## src/rtl/txdir_pkg.sv

```systemverilog
// Shared types for the line direction controller.
// Assumes: nothing beyond IEEE 1800-2017.
package txdir_pkg;

    // Direction state: driving the line, counting off the last bit, released
    typedef enum logic [1:0] {
        DIR_DRIVE   = 2'd0,
        DIR_HOLD    = 2'd1,
        DIR_RELEASE = 2'd2
    } dir_state_e;

    // Encoding of the oversampling select
    typedef enum logic [1:0] {
        OSR_SEL_HI  = 2'b00,
        OSR_SEL_MID = 2'b01,
        OSR_SEL_LO  = 2'b10
    } osr_code_e;

endpackage

```

## src/rtl/txdir_bittimer.sv

```systemverilog
// One-bit hold-off timer.
// Loads the number of baud ticks in one bit time, chosen by osr_sel, and
// counts down once per baud tick. It flags expiry in the cycle whose tick
// ends the count.
// Assumes: load and abort are single-cycle controls from the direction FSM;
// abort has priority over load.
module txdir_bittimer #(
    parameter int OSR_HI  = 16,
    parameter int OSR_MID = 8,
    parameter int OSR_LO  = 4
) (
    input  logic       clk,
    input  logic       rst_n,
    input  logic       load,
    input  logic       abort,
    input  logic [1:0] osr_sel,
    input  logic       baud_tick,
    output logic       expire
);
    localparam int CNT_W = $clog2(OSR_HI + 1);

    logic [CNT_W-1:0] cnt_q;
    logic [CNT_W-1:0] reload;

    // Pick the tick count of one bit from the oversampling select
    always_comb begin
        if (osr_sel[1])
            reload = CNT_W'(OSR_LO);
        else if (osr_sel[0])
            reload = CNT_W'(OSR_MID);
        else
            reload = CNT_W'(OSR_HI);
    end

    // Down-counter: cleared on abort, loaded on start, decremented on ticks
    always_ff @(posedge clk) begin
        if (!rst_n)
            cnt_q <= '0;
        else if (abort)
            cnt_q <= '0;
        else if (load)
            cnt_q <= reload;
        else if (baud_tick && cnt_q != '0)
            cnt_q <= cnt_q - 1'b1;
    end

    // Expiry: the tick that takes the count from one to zero
    assign expire = baud_tick && (cnt_q == CNT_W'(1));

endmodule

```

## src/rtl/txdir_pinfsm.sv

```systemverilog
// Direction pin state machine.
// In automatic mode it drives the line on every FIFO write. It starts a
// one-bit hold-off when the final stop bit ends with nothing queued, and it
// releases the line when the timer expires. In standard mode the pin
// mirrors sw_rts_n and the machine parks in the driving state.
// Assumes: stop_done and fifo_wr are single-cycle pulses.
module txdir_pinfsm
    import txdir_pkg::*;
(
    input  logic clk,
    input  logic rst_n,
    input  logic auto_en,
    input  logic fifo_wr,
    input  logic stop_done,
    input  logic thr_empty,
    input  logic expire,
    input  logic sw_rts_n,
    output logic start_hold,
    output logic abort_hold,
    output logic dir_n
);
    dir_state_e state_q, state_d;

    // Abort the timer whenever the hold-off may not continue
    assign abort_hold = !auto_en || fifo_wr;
    // Start the hold-off on the last character's stop bit
    assign start_hold = auto_en && !fifo_wr && (state_q == DIR_DRIVE)
                        && stop_done && thr_empty;

    // Next-state logic: FIFO writes and a mode drop take priority
    always_comb begin
        state_d = state_q;
        if (abort_hold) begin
            state_d = DIR_DRIVE;
        end else begin
            unique case (state_q)
                DIR_DRIVE:   if (start_hold) state_d = DIR_HOLD;
                DIR_HOLD:    if (expire)     state_d = DIR_RELEASE;
                DIR_RELEASE: state_d = DIR_RELEASE;
                default:     state_d = DIR_DRIVE;
            endcase
        end
    end

    // State register
    always_ff @(posedge clk) begin
        if (!rst_n)
            state_q <= DIR_DRIVE;
        else
            state_q <= state_d;
    end

    // Registered pin: automatic state or the software value
    always_ff @(posedge clk) begin
        if (!rst_n)
            dir_n <= 1'b1;
        else if (auto_en)
            dir_n <= (state_d != DIR_RELEASE);
        else
            dir_n <= sw_rts_n;
    end

endmodule

```

## src/rtl/txdir_irqgen.sv

```systemverilog
// Transmit-empty interrupt generator.
// Watches the empty condition for the current mode: the holding register
// alone in standard mode, the holding and shift registers together in
// automatic mode. It sets a sticky request on that condition's rising edge.
// A FIFO write or an acknowledge clears the request, and a clear wins over
// a set in the same cycle.
// Assumes: the previous condition resets high, so no request appears after
// reset until the transmitter has been busy.
module txdir_irqgen (
    input  logic clk,
    input  logic rst_n,
    input  logic auto_en,
    input  logic thr_empty,
    input  logic tsr_empty,
    input  logic fifo_wr,
    input  logic irq_ack,
    output logic tx_irq
);
    logic cond;
    logic cond_q;
    logic set_evt;
    logic clr_evt;

    // Empty condition for the mode in force
    assign cond    = auto_en ? (thr_empty && tsr_empty) : thr_empty;
    assign set_evt = cond && !cond_q;
    assign clr_evt = fifo_wr || irq_ack;

    // Edge-detect register for the empty condition
    always_ff @(posedge clk) begin
        if (!rst_n)
            cond_q <= 1'b1;
        else
            cond_q <= cond;
    end

    // Sticky request: clear has priority over set
    always_ff @(posedge clk) begin
        if (!rst_n)
            tx_irq <= 1'b0;
        else if (clr_evt)
            tx_irq <= 1'b0;
        else if (set_evt)
            tx_irq <= 1'b1;
    end

endmodule

```

## src/rtl/txdir_ctrl.sv

```systemverilog
// Half-duplex line direction controller, top level.
// Ties together the one-bit timer, the direction state machine and the
// interrupt generator.
// Assumes: every input is synchronous to clk; the UART shifter, baud
// generator and FIFO are external.
module txdir_ctrl #(
    parameter int OSR_HI  = 16,
    parameter int OSR_MID = 8,
    parameter int OSR_LO  = 4
) (
    input  logic       clk,
    input  logic       rst_n,
    input  logic       auto_en,
    input  logic [1:0] osr_sel,
    input  logic       fifo_wr,
    input  logic       thr_empty,
    input  logic       tsr_empty,
    input  logic       stop_done,
    input  logic       baud_tick,
    input  logic       sw_rts_n,
    input  logic       irq_ack,
    output logic       dir_n,
    output logic       tx_irq
);
    logic start_hold;
    logic abort_hold;
    logic expire;

    txdir_bittimer #(
        .OSR_HI (OSR_HI),
        .OSR_MID(OSR_MID),
        .OSR_LO (OSR_LO)
    ) u_timer (
        .clk      (clk),
        .rst_n    (rst_n),
        .load     (start_hold),
        .abort    (abort_hold),
        .osr_sel  (osr_sel),
        .baud_tick(baud_tick),
        .expire   (expire)
    );

    txdir_pinfsm u_fsm (
        .clk       (clk),
        .rst_n     (rst_n),
        .auto_en   (auto_en),
        .fifo_wr   (fifo_wr),
        .stop_done (stop_done),
        .thr_empty (thr_empty),
        .expire    (expire),
        .sw_rts_n  (sw_rts_n),
        .start_hold(start_hold),
        .abort_hold(abort_hold),
        .dir_n     (dir_n)
    );

    txdir_irqgen u_irq (
        .clk      (clk),
        .rst_n    (rst_n),
        .auto_en  (auto_en),
        .thr_empty(thr_empty),
        .tsr_empty(tsr_empty),
        .fifo_wr  (fifo_wr),
        .irq_ack  (irq_ack),
        .tx_irq   (tx_irq)
    );

endmodule

```

## config.mk

```make
export PLATFORM = sky130hd
export DESIGN_NAME = txdir_ctrl
export DESIGN_NICKNAME = d
export VERILOG_FILES = /design/src/rtl/txdir_pkg.sv /design/src/rtl/txdir_bittimer.sv /design/src/rtl/txdir_pinfsm.sv /design/src/rtl/txdir_irqgen.sv /design/src/rtl/txdir_ctrl.sv
export SDC_FILE = /design/constraint.sdc
export NUM_CORES = 1
export LEC_CHECK = 0
export CORE_AREA = 2 2 39 41
export DETAILED_ROUTE_END_ITERATION = 8
export DIE_AREA = 0 0 41 43
export DONT_BUFFER_PORTS = 1
export PLACE_DENSITY = 0.58
export SYNTH_ARGS = -nofsm -noshare
export SYNTH_HDL_FRONTEND = slang
export SYNTH_HIERARCHICAL = 1
export SYNTH_SLANG_ARGS = --single-unit
```

## constraint.sdc

```tcl
create_clock -name clk -period 1.6 [get_ports clk]
set_input_delay 0 -clock clk [delete_from_list [all_inputs] [get_ports clk]]
set_output_delay 0 -clock clk [all_outputs]
set_load 0.005 [all_outputs]
```

# Yosys cells after proc, flatten, opt, wreduce, memory -nomap -nowiden
# Index checks and enable logic that the tools add are counted.
# word_totals
elab_cells	39
ff_bits	10
output_inout_bits	2
input_bits	12
# op_classes
n_eq_ne	4
n_addsub	1
reduce_logical	18
n_mux	10
bitwise	1
# ops
op	count
$mux 5	4
$logic_and 1x1->1	8
$mux 2	3
$pmux 2 s3	1
$eq 5x1->1 const B	1
$reduce_bool 5->1	1
$sub 5x1->5 const B	1
$reduce_or 2->1	2
$logic_not 1->1	3
$eq 2x1->1 const B	1
$eq 2x2->1 const B	1
$logic_not 2->1	1
$logic_or 1x1->1	2
$mux 1	2
$ne 2x2->1 const B	1
$reduce_bool 2->1	1
$not 1->1	1

# Depth between registers and ports, before layout
# Gate-level depths: netlist (run 1).
# logic_depth
depth_word	10
ltp_mapped	7

# Hierarchy
# Netlist (run 1), hierarchy kept.
# by_module_without_submodules
mod	cells_per_inst	instances	area_per_inst_um2	seq_area_each_um2
txdir_bittimer	39	1	320.3	100.1
txdir_pinfsm	14	1	146.4	60.1
txdir_irqgen	8	1	78.8	40.0

# Worst setup path after synthesis (run 1)
# OpenSTA, ideal clock, no wires.
# synth_path
path_kind	reg2reg
from	register u_fsm.state_q[0]
to	register u_timer.cnt_q[4]
path_stages_with_launch	6
t_arrival_ns	1.456
t_required_ns	1.530
synth_period_minus_slack_ns	1.526
setup_ns	0.070
slack_ns	0.074
cell_sequence	dfxtp_1 > nand3b_1 > nor3_1 > inv_1 > or3_1 > a21oi_1
# synth_between
elab_chain_len	5
# synth_lines
item	line_no	source
from (decl)	txdir_pinfsm.sv:22	dir_state_e state_q, state_d;
from (signal assigned)	txdir_pinfsm.sv:50	state_q <= state_d;
$logic_not 2->1 *	txdir_pinfsm.sv:27	assign start_hold = auto_en && !fifo_wr && (state_q == DIR_DRIVE)
$logic_and 1x1->1 *	txdir_pinfsm.sv:27	
$logic_and 1x1->1 * (2 in a row)	txdir_pinfsm.sv:28	&& stop_done && thr_empty;
net start_hold	txdir_ctrl.sv:25	logic start_hold;
$mux 5 or $reduce_bool 2->1 (tied branches)	n/a	
to (signal assigned)	txdir_bittimer.sv:42	cnt_q <= reload;
to (signal assigned)	txdir_bittimer.sv:44	cnt_q <= cnt_q - 1'b1;
to (decl)	txdir_bittimer.sv:22	logic [CNT_W-1:0] cnt_q;
# Mark *: on every way through the listed nets, which the timed path passes. The rest lies on a longest branch.
# A chain may end at the register's enable or synchronous reset.

# Worst setup path after layout (run 1)
# layout_path
from	register u_fsm.state_q[0]
to	register u_fsm.state_q[0]
# layout_between
elab_chain_len	7
# layout_lines
item	line_no	source
$logic_not 2->1	txdir_pinfsm.sv:27, txdir_pinfsm.sv:36	
$logic_and 1x1->1	txdir_pinfsm.sv:27	
$logic_and 1x1->1 (2 in a row)	txdir_pinfsm.sv:28	
$mux 2	txdir_pinfsm.sv:37	DIR_DRIVE: if (start_hold) state_d = DIR_HOLD;
$pmux 2 s3 *	txdir_pinfsm.sv:36	unique case (state_q)
$mux 2 *	txdir_pinfsm.sv:33	if (abort_hold) begin
# Every way passes the cells marked *; elsewhere a longest branch is shown, timed or not.

==> flow_summary.ini, run 1 <==
[run_status]
status = finished clean

[worst_setup_path]
r2r-end = u_fsm/state_q[0]
start_kind = register
critical_path_class = register to register
crit_end = u_fsm/state_q[0]
rrSetupSlack_ns = 0.10
cp_slowest_stage_delay_ns = 0.61
cp.required_ns = 1.76
crit_start = u_fsm/state_q[0]
reg2reg_from = u_fsm/state_q[0]
cp_max_fo = 4
crit_slowest_cell = dlygate4sd3_1
reg2regPathDepth = 3
crit_chain = nand3b_1 > dlygate4sd3_1 > a2111oi_4
worst_ep_arrival_time_ns = 1.66
end_kind = register

[clock_network]
cts_root_buf = clkbuf_4
clk_pin_slew_ns = 0.06
clock-sinks = 10
cts_tree = yes
worst_skew_pair.late_latency_ns = 0.25
numCtsBuffers = 3
cts_max_level = 1
cts_buffer_depth = 2

[sta]
max_freq_mhz = 667.5
relSlewSlack = 0.7802
hold_viol = 0
period_needed_ns = 1.498
slew_violations = 0
setup_ws_ns = 0.1018
worst_pin_slew_ns = 0.3251
setup_violations = 0
holdWs_ns = 0.01648
clock_skew_ns = 0.004563
rsz0062_at_grt = no
finalSetupTns_ns = 0
fin_crit_sh = 0.9364

[logic_synthesis]
ys_seq_area_frac = 0.3670
postSynthCellCount = 61
synth-seq-cells = 10
async_reset_ff_frac = 0
synth.cell_area_sq_um = 545.5
synth_nets = 75
yosys_warnings = 6
synth-adder-area-share = 0.04587
synthFlopType = dfxtp_1
syn_area_per_cell_sq_um = 8.943
synth_area_leader_cell = dfxtp_1
synth_top_family_by_area = simple AND/OR/NAND/NOR gates
synth_area_leaders = dfxtp_1 37%, nand2b_1 5.7%, inv_1 5.5%
synth_compound_area_frac = 0.2064
synth-edff-count = 0
synth_cell_types = 27
yosysTopAreaCellShare = 0.3670
synth_xor_area_frac = 0
synthSimpleGateAreaFrac = 0.3257
synth_mux_area_frac = 0

[power]
vdd_drop_max_v = 0.0003421
power_density_nw_per_um2 = 654.0
fin_total_pwr_mw = 0.4803
p_leak_nw = 0.2704

[die]
io_pins = 14
start_util = 0.3942
dieHeight_microns = 43
core-area_sq_um = 1384
dieArea_sq_um = 1763
std_cell_rows = 14
dieWidth_microns = 41

[layout]
final_cell_mix = 12 x dlygate4sd3_1, 10 x dfxtp_1, 8 x inv_1, 5 x nand2b_1
area_delta_synth_final_pct = 34.63
fill_cells = 130
utilization = 0.5307
nets = 93
drive_gt1_frac = 0.1429
seq_area_sq_um = 200.2
final_common_cell = dlygate4sd3_1
multi_input_area_sq_um = 334.1
antenna_cells = 0

[placed_design]
gp_congestion = 0.7195
dp_hpwl_microns = 805.3
io_buffers = 0
place_ws_ns = 0.1289

[min_path]
hp-class = input pin to register

[routing]
post_drt_wl_per_cell_microns = 11.73
num_vias = 492
antenna_left = 0
drc = 0
wl_microns = 1091
drt_iter0_markers = 6
dr.pass1.iters = 4
vias_per_cell = 5.290

[global_route]
track_usage = 0.1482
grt_pass1_vias = 478
gr-total-overflow = 0
antenna_found_initial = 0
grt_start_max_net_pins = 8
grt_pass1_wl_microns = 1800

[job]
cap_violations = 0
[registers in the layout, indices dropped and copies added (netlist names)]
register       flops
u_fsm/state_q      2
u_irq/cond_q       1
u_fsm/dir_n        1
u_irq/tx_irq       1
u_timer/cnt_q      5
[routing by layer]
metal / track usage / vias to the layer above / wire length [microns]
met2: 0.2313 / 11 / 506
met3: 0.03141 / 0 / 55
met4: 0.06000 / 0 / 0
met5: 0 / - / 0
li1: - / 253 / -
met1: 0.1889 / 228 / 529
[area by class of cell]
type / instances / area share
clock buffer: 3 / 0.03066
inverter: 8 / 0.04089
multi-input combinational: 43 / 0.4549
sequential: 10 / 0.2726
tap: 16 / 0.02726
timing repair buffer: 13 / 0.1738
[power by group]
group | leakage (nW) | total, mW | switching (mW) | internal (mW)
clock | 0.0138 | 0.165 | 0.0787 | 0.0865
combinational | 0.175 | 0.0583 | 0.0239 | 0.0344
sequential | 0.0812 | 0.257 | 0.00335 | 0.253
[worst max-delay path: cells and delay by family (launching register included)]
kind | cells | cell delay [ns]
AO/OA/AOI/OAI | 1 | 0.28
buffers and inverters | 1 | 0.61
flip-flops | 1 | 0.34
AND/OR/NAND/NOR | 1 | 0.18
[repair_timing]
item / in CTS / in global routing
setup buffers: 0 / 0
setup endpoints to repair: 0 / 2
hold endpoints to repair: 9 / 0
hold buffers: 12 / 0
gates resized for setup: 0 / 2
[cell families after synthesis]
kind of cell               Yosys count
AOI/OAI and AO/OA                   14
and+or+nand+nor                     27
adders and majority gates            2
buffers and inverters                8
DFF                                 10
[synth_stat cells, types with 2 or more instances]
| cell | number |
|---|---|
| nor2_1 | 4 |
| nand3b_1 | 2 |
| or3_1 | 2 |
| nand2_1 | 4 |
| dfxtp_1 | 10 |
| o21ai_0 | 2 |
| inv_1 | 8 |
| ha_1 | 2 |
| nand3_1 | 2 |
| a21oi_1 | 4 |
| nand2b_1 | 5 |
[how the worst min path moves through the flow]
stage | startpoint | end | slack [ns] | cells past startpoint
final | osr_sel[0] | u_timer/cnt_q[3] | 0.02 | 3
after global routing | osr_sel[0] | u_timer/cnt_q[3] | 0.04 | 3
after global placement | rst_n | u_irq/cond_q | 0.07 | 1
after CTS | osr_sel[0] | u_timer/cnt_q[3] | 0.008 | 3
after detailed placement | rst_n | u_irq/cond_q | 0.07 | 1
after floorplan | rst_n | u_irq/cond_q | 0.06 | 1
[metrics by stage]
| step | cell area, sq um | instances |
|---|---|---|
| final | 734.5 | 93 |
| after global routing | 734.5 | 93 |
| after CTS | 715.7 | 93 |
| after detailed placement | 573.1 | 78 |
| after global placement | 573.1 | 78 |
| after floorplan | 545.5 | 61 |
No activity file was read; power rests on OpenSTA's default activity.
==> run 2, diff against run 1 <==
Settings changed: CELL_PAD_IN_SITES_DETAIL_PLACEMENT set to 0, CELL_PAD_IN_SITES_GLOBAL_PLACEMENT set to 2, CORE_AREA 2 2 39 41 to 2 2 47 49, DIE_AREA 0 0 41 43 to 0 0 49 51, PLACE_DENSITY 0.58 to 0.66, SLEW_MARGIN set to 10, SYNTH_HIERARCHICAL 1 to not set.
==> run 2 against run 1 <==
  * Routed wire length grew 14%
  * Synthesized cell count grew 3.3%
  * Sequential power is essentially flat
  * Sequential share of layout area grew 0.23 points
  * Sequential cell count is the same
  * Die area grew 42%
  * Non-clock buffer count shrank 3
  * First-iteration DRC count grew 17%
  * Maximum frequency grew 3.2%
  * Largest cell class unchanged
==> flow_summary.ini, run 2 <==
[worst_setup_path]
end_kind = register
cp.required_ns = 1.75
rrSetupSlack_ns = 0.15
crit_end = u_fsm.state_q[0]
start_kind = register
critical_path_class = register to register
cp_max_fo = 3
reg2regPathDepth = 6
worst_ep_arrival_time_ns = 1.60
reg2reg_from = u_timer.cnt_q[1]
r2r-end = u_fsm.state_q[0]
crit_start = u_timer.cnt_q[1]

[die]
core-area_sq_um = 2063
io_pins = 14
dieWidth_microns = 49
dieHeight_microns = 51
dieArea_sq_um = 2499
std_cell_rows = 17
start_util = 0.2711

[clock_network]
ctsResizeCount = 0
cts_max_level = 1
worst_skew_pair.late_latency_ns = 0.27
cts_tree = yes
postCtsSetupBuffers = 0
cts_hold_buf = 9
clock-sinks = 10
clk_pin_slew_ns = 0.07
cts_buffer_depth = 2
numCtsBuffers = 3
cts_root_buf = clkbuf_4

[run_status]
status = finished clean

[global_route]
track_usage = 0.1138
grt_start_max_net_pins = 8
gr-total-overflow = 0
grt_pass1_wl_microns = 2056
grt_pass1_vias = 489
antenna_found_initial = 0

[sta]
worst_pin_slew_ns = 0.3675
rsz0062_at_grt = no
fin_crit_sh = 0.9074
relSlewSlack = 0.7542
clock_skew_ns = 0.008475
slew_violations = 0
finalSetupTns_ns = 0
hold_viol = 0
max_freq_mhz = 688.8
period_needed_ns = 1.452
setup_violations = 0

[logic_synthesis]
syn_area_per_cell_sq_um = 8.878
synth_area_leader_cell = dfxtp_1
synth-edff-count = 0
synth_nets = 78
yosysTopAreaCellShare = 0.3579
synth-seq-cells = 10
synth_area_leaders = dfxtp_1 36%, ha_1 6.7%, o41ai_4 4.9%
synthFlopType = dfxtp_1
ys_seq_area_frac = 0.3579
synth.cell_area_sq_um = 559.3
yosys-top-cells-count = 10 x dfxtp_1, 7 x nand2_1, 7 x nor2_1
yosys_warnings = 0
postSynthCellCount = 63
async_reset_ff_frac = 0
synth_cell_types = 28
yosysMostFrequentCell = dfxtp_1

[power]
vdd_drop_max_v = 0.0003777
clockPowerShare = 0.426
fin_total_pwr_mw = 0.5357
intPower_mw = 0.4220
p_sw_mw = 0.1137
power_density_nw_per_um2 = 735.6
p_leak_nw = 0.3111
pwr-share-seq = 0.478
combPwrFrac = 0.096
swShare = 0.2122

[layout]
nets = 93
antenna_cells = 0
fill_cells = 220
final_common_cell = dfxtp_1
top_regs = u_timer.cnt_q x5, u_fsm.state_q x2
final_cell_mix = 10 x dfxtp_1, 9 x dlygate4sd3_1, 7 x nand2_1, 7 x nor2_1
drive_gt1_frac = 0.1299
top_register = u_timer.cnt_q
area_delta_synth_final_pct = 30.20
largest_reg_flops = 5

[placed_design]
dp_hpwl_microns = 907.3
gp_congestion = 0.7117
io_buffers = 0

[routing]
vias_per_cell = 4.771
antenna_left = 0
num_vias = 501
drc = 0
drt_iter0_markers = 7
post_drt_wl_per_cell_microns = 11.85
dr.pass1.iters = 2
wl_microns = 1244

[job]
cap_violations = 0

[min_path]
hp-class = input pin to register
## run 2: final cells by class
class / instances / area [sq um] / share of cell area
flip-flops and latches: 10 / 200.2 / 0.2749
inverters: 4 / 15.01 / 0.02062
repair buffers: 10 / 97.59 / 0.1340
clock buffers: 4 / 36.28 / 0.04983
multi-input cells: 49 / 344.1 / 0.4725
well taps: 28 / 35.03 / 0.04811
## run 2: worst max-delay path, cell delays in order, from the launching register on
cell	delay, ns
dfxtp_1	0.32
inv_1	0.10
ha_1	0.15
nand2_1	0.06
or4_2	0.54
nand3_1	0.10
a21boi_0	0.08
## run 2: stage by stage
step / worst slack (ns) / utilization / hold slack [ns] / instance area [sq um] / std cells
final: 0.1482 / 0.3529 / 0.02511 / 728.2 / 105
after global routing: 0.09366 / 0.3529 / 0.05689 / 728.2 / 105
after CTS: 0.1440 / 0.3529 / 0.02080 / 728.2 / 105
after detailed placement: 0.1512 / 0.2917 / 0.06847 / 601.8 / 92
after global placement: 0.1326 / 0.2917 / 0.06500 / 601.8 / 92
after floorplan: 0.2394 / - / 0.06194 / 559.3 / 63
## run 2: power groups by stage
stage / logic, mW / clock network, mW / registers (mW)
4_1_cts: 0.0511 / 0.241 / 0.256
3_3_place_gp: 0.0309 / 0 / 0.262
2_1_floorplan: 0.0248 / 0 / 0.261
6_report: 0.0512 / 0.228 / 0.256
3_5_place_dp: 0.0309 / 0 / 0.262
5_1_grt: 0.0564 / 0.255 / 0.257
## run 2: how the worst min path moves through the flow
stage / cells after the start / start / slack (ns) / endpoint
6_report: 3 / baud_tick / 0.03 / u_fsm.state_q[1]
5_1_grt: 3 / baud_tick / 0.06 / u_fsm.state_q[1]
4_1_cts: 3 / baud_tick / 0.02 / u_fsm.state_q[1]
3_5_place_dp: 1 / rst_n / 0.07 / u_irq.cond_q
3_3_place_gp: 1 / rst_n / 0.07 / u_irq.cond_q
2_1_floorplan: 1 / rst_n / 0.06 / u_irq.cond_q
## run 2: per-layer routing
| metal | GRT usage | up-vias | wire length [microns] |
|---|---|---|---|
| met5 | 0 | - | 0 |
| met4 | 0.08571 | 0 | 19 |
| met3 | 0.04094 | 4 | 71 |
| met2 | 0.1735 | 13 | 572 |
| met1 | 0.1308 | 232 | 581 |
| li1 | - | 252 | - |
## run 2: cell families (layout without fill, tap and decap cells)
| kind of cell | count (synthesis) | in the layout | synth area share |
|---|---|---|---|
| compound gates | 16 | 16 | 0.2327 |
| flops | 10 | 10 | 0.3579 |
| mux | 1 | 1 | 0.01790 |
| buf+inv | 4 | 18 | 0.02684 |
| simple gates | 28 | 28 | 0.2819 |
| xor+xnor | 1 | 1 | 0.01566 |
| fa+ha+maj | 3 | 3 | 0.06712 |
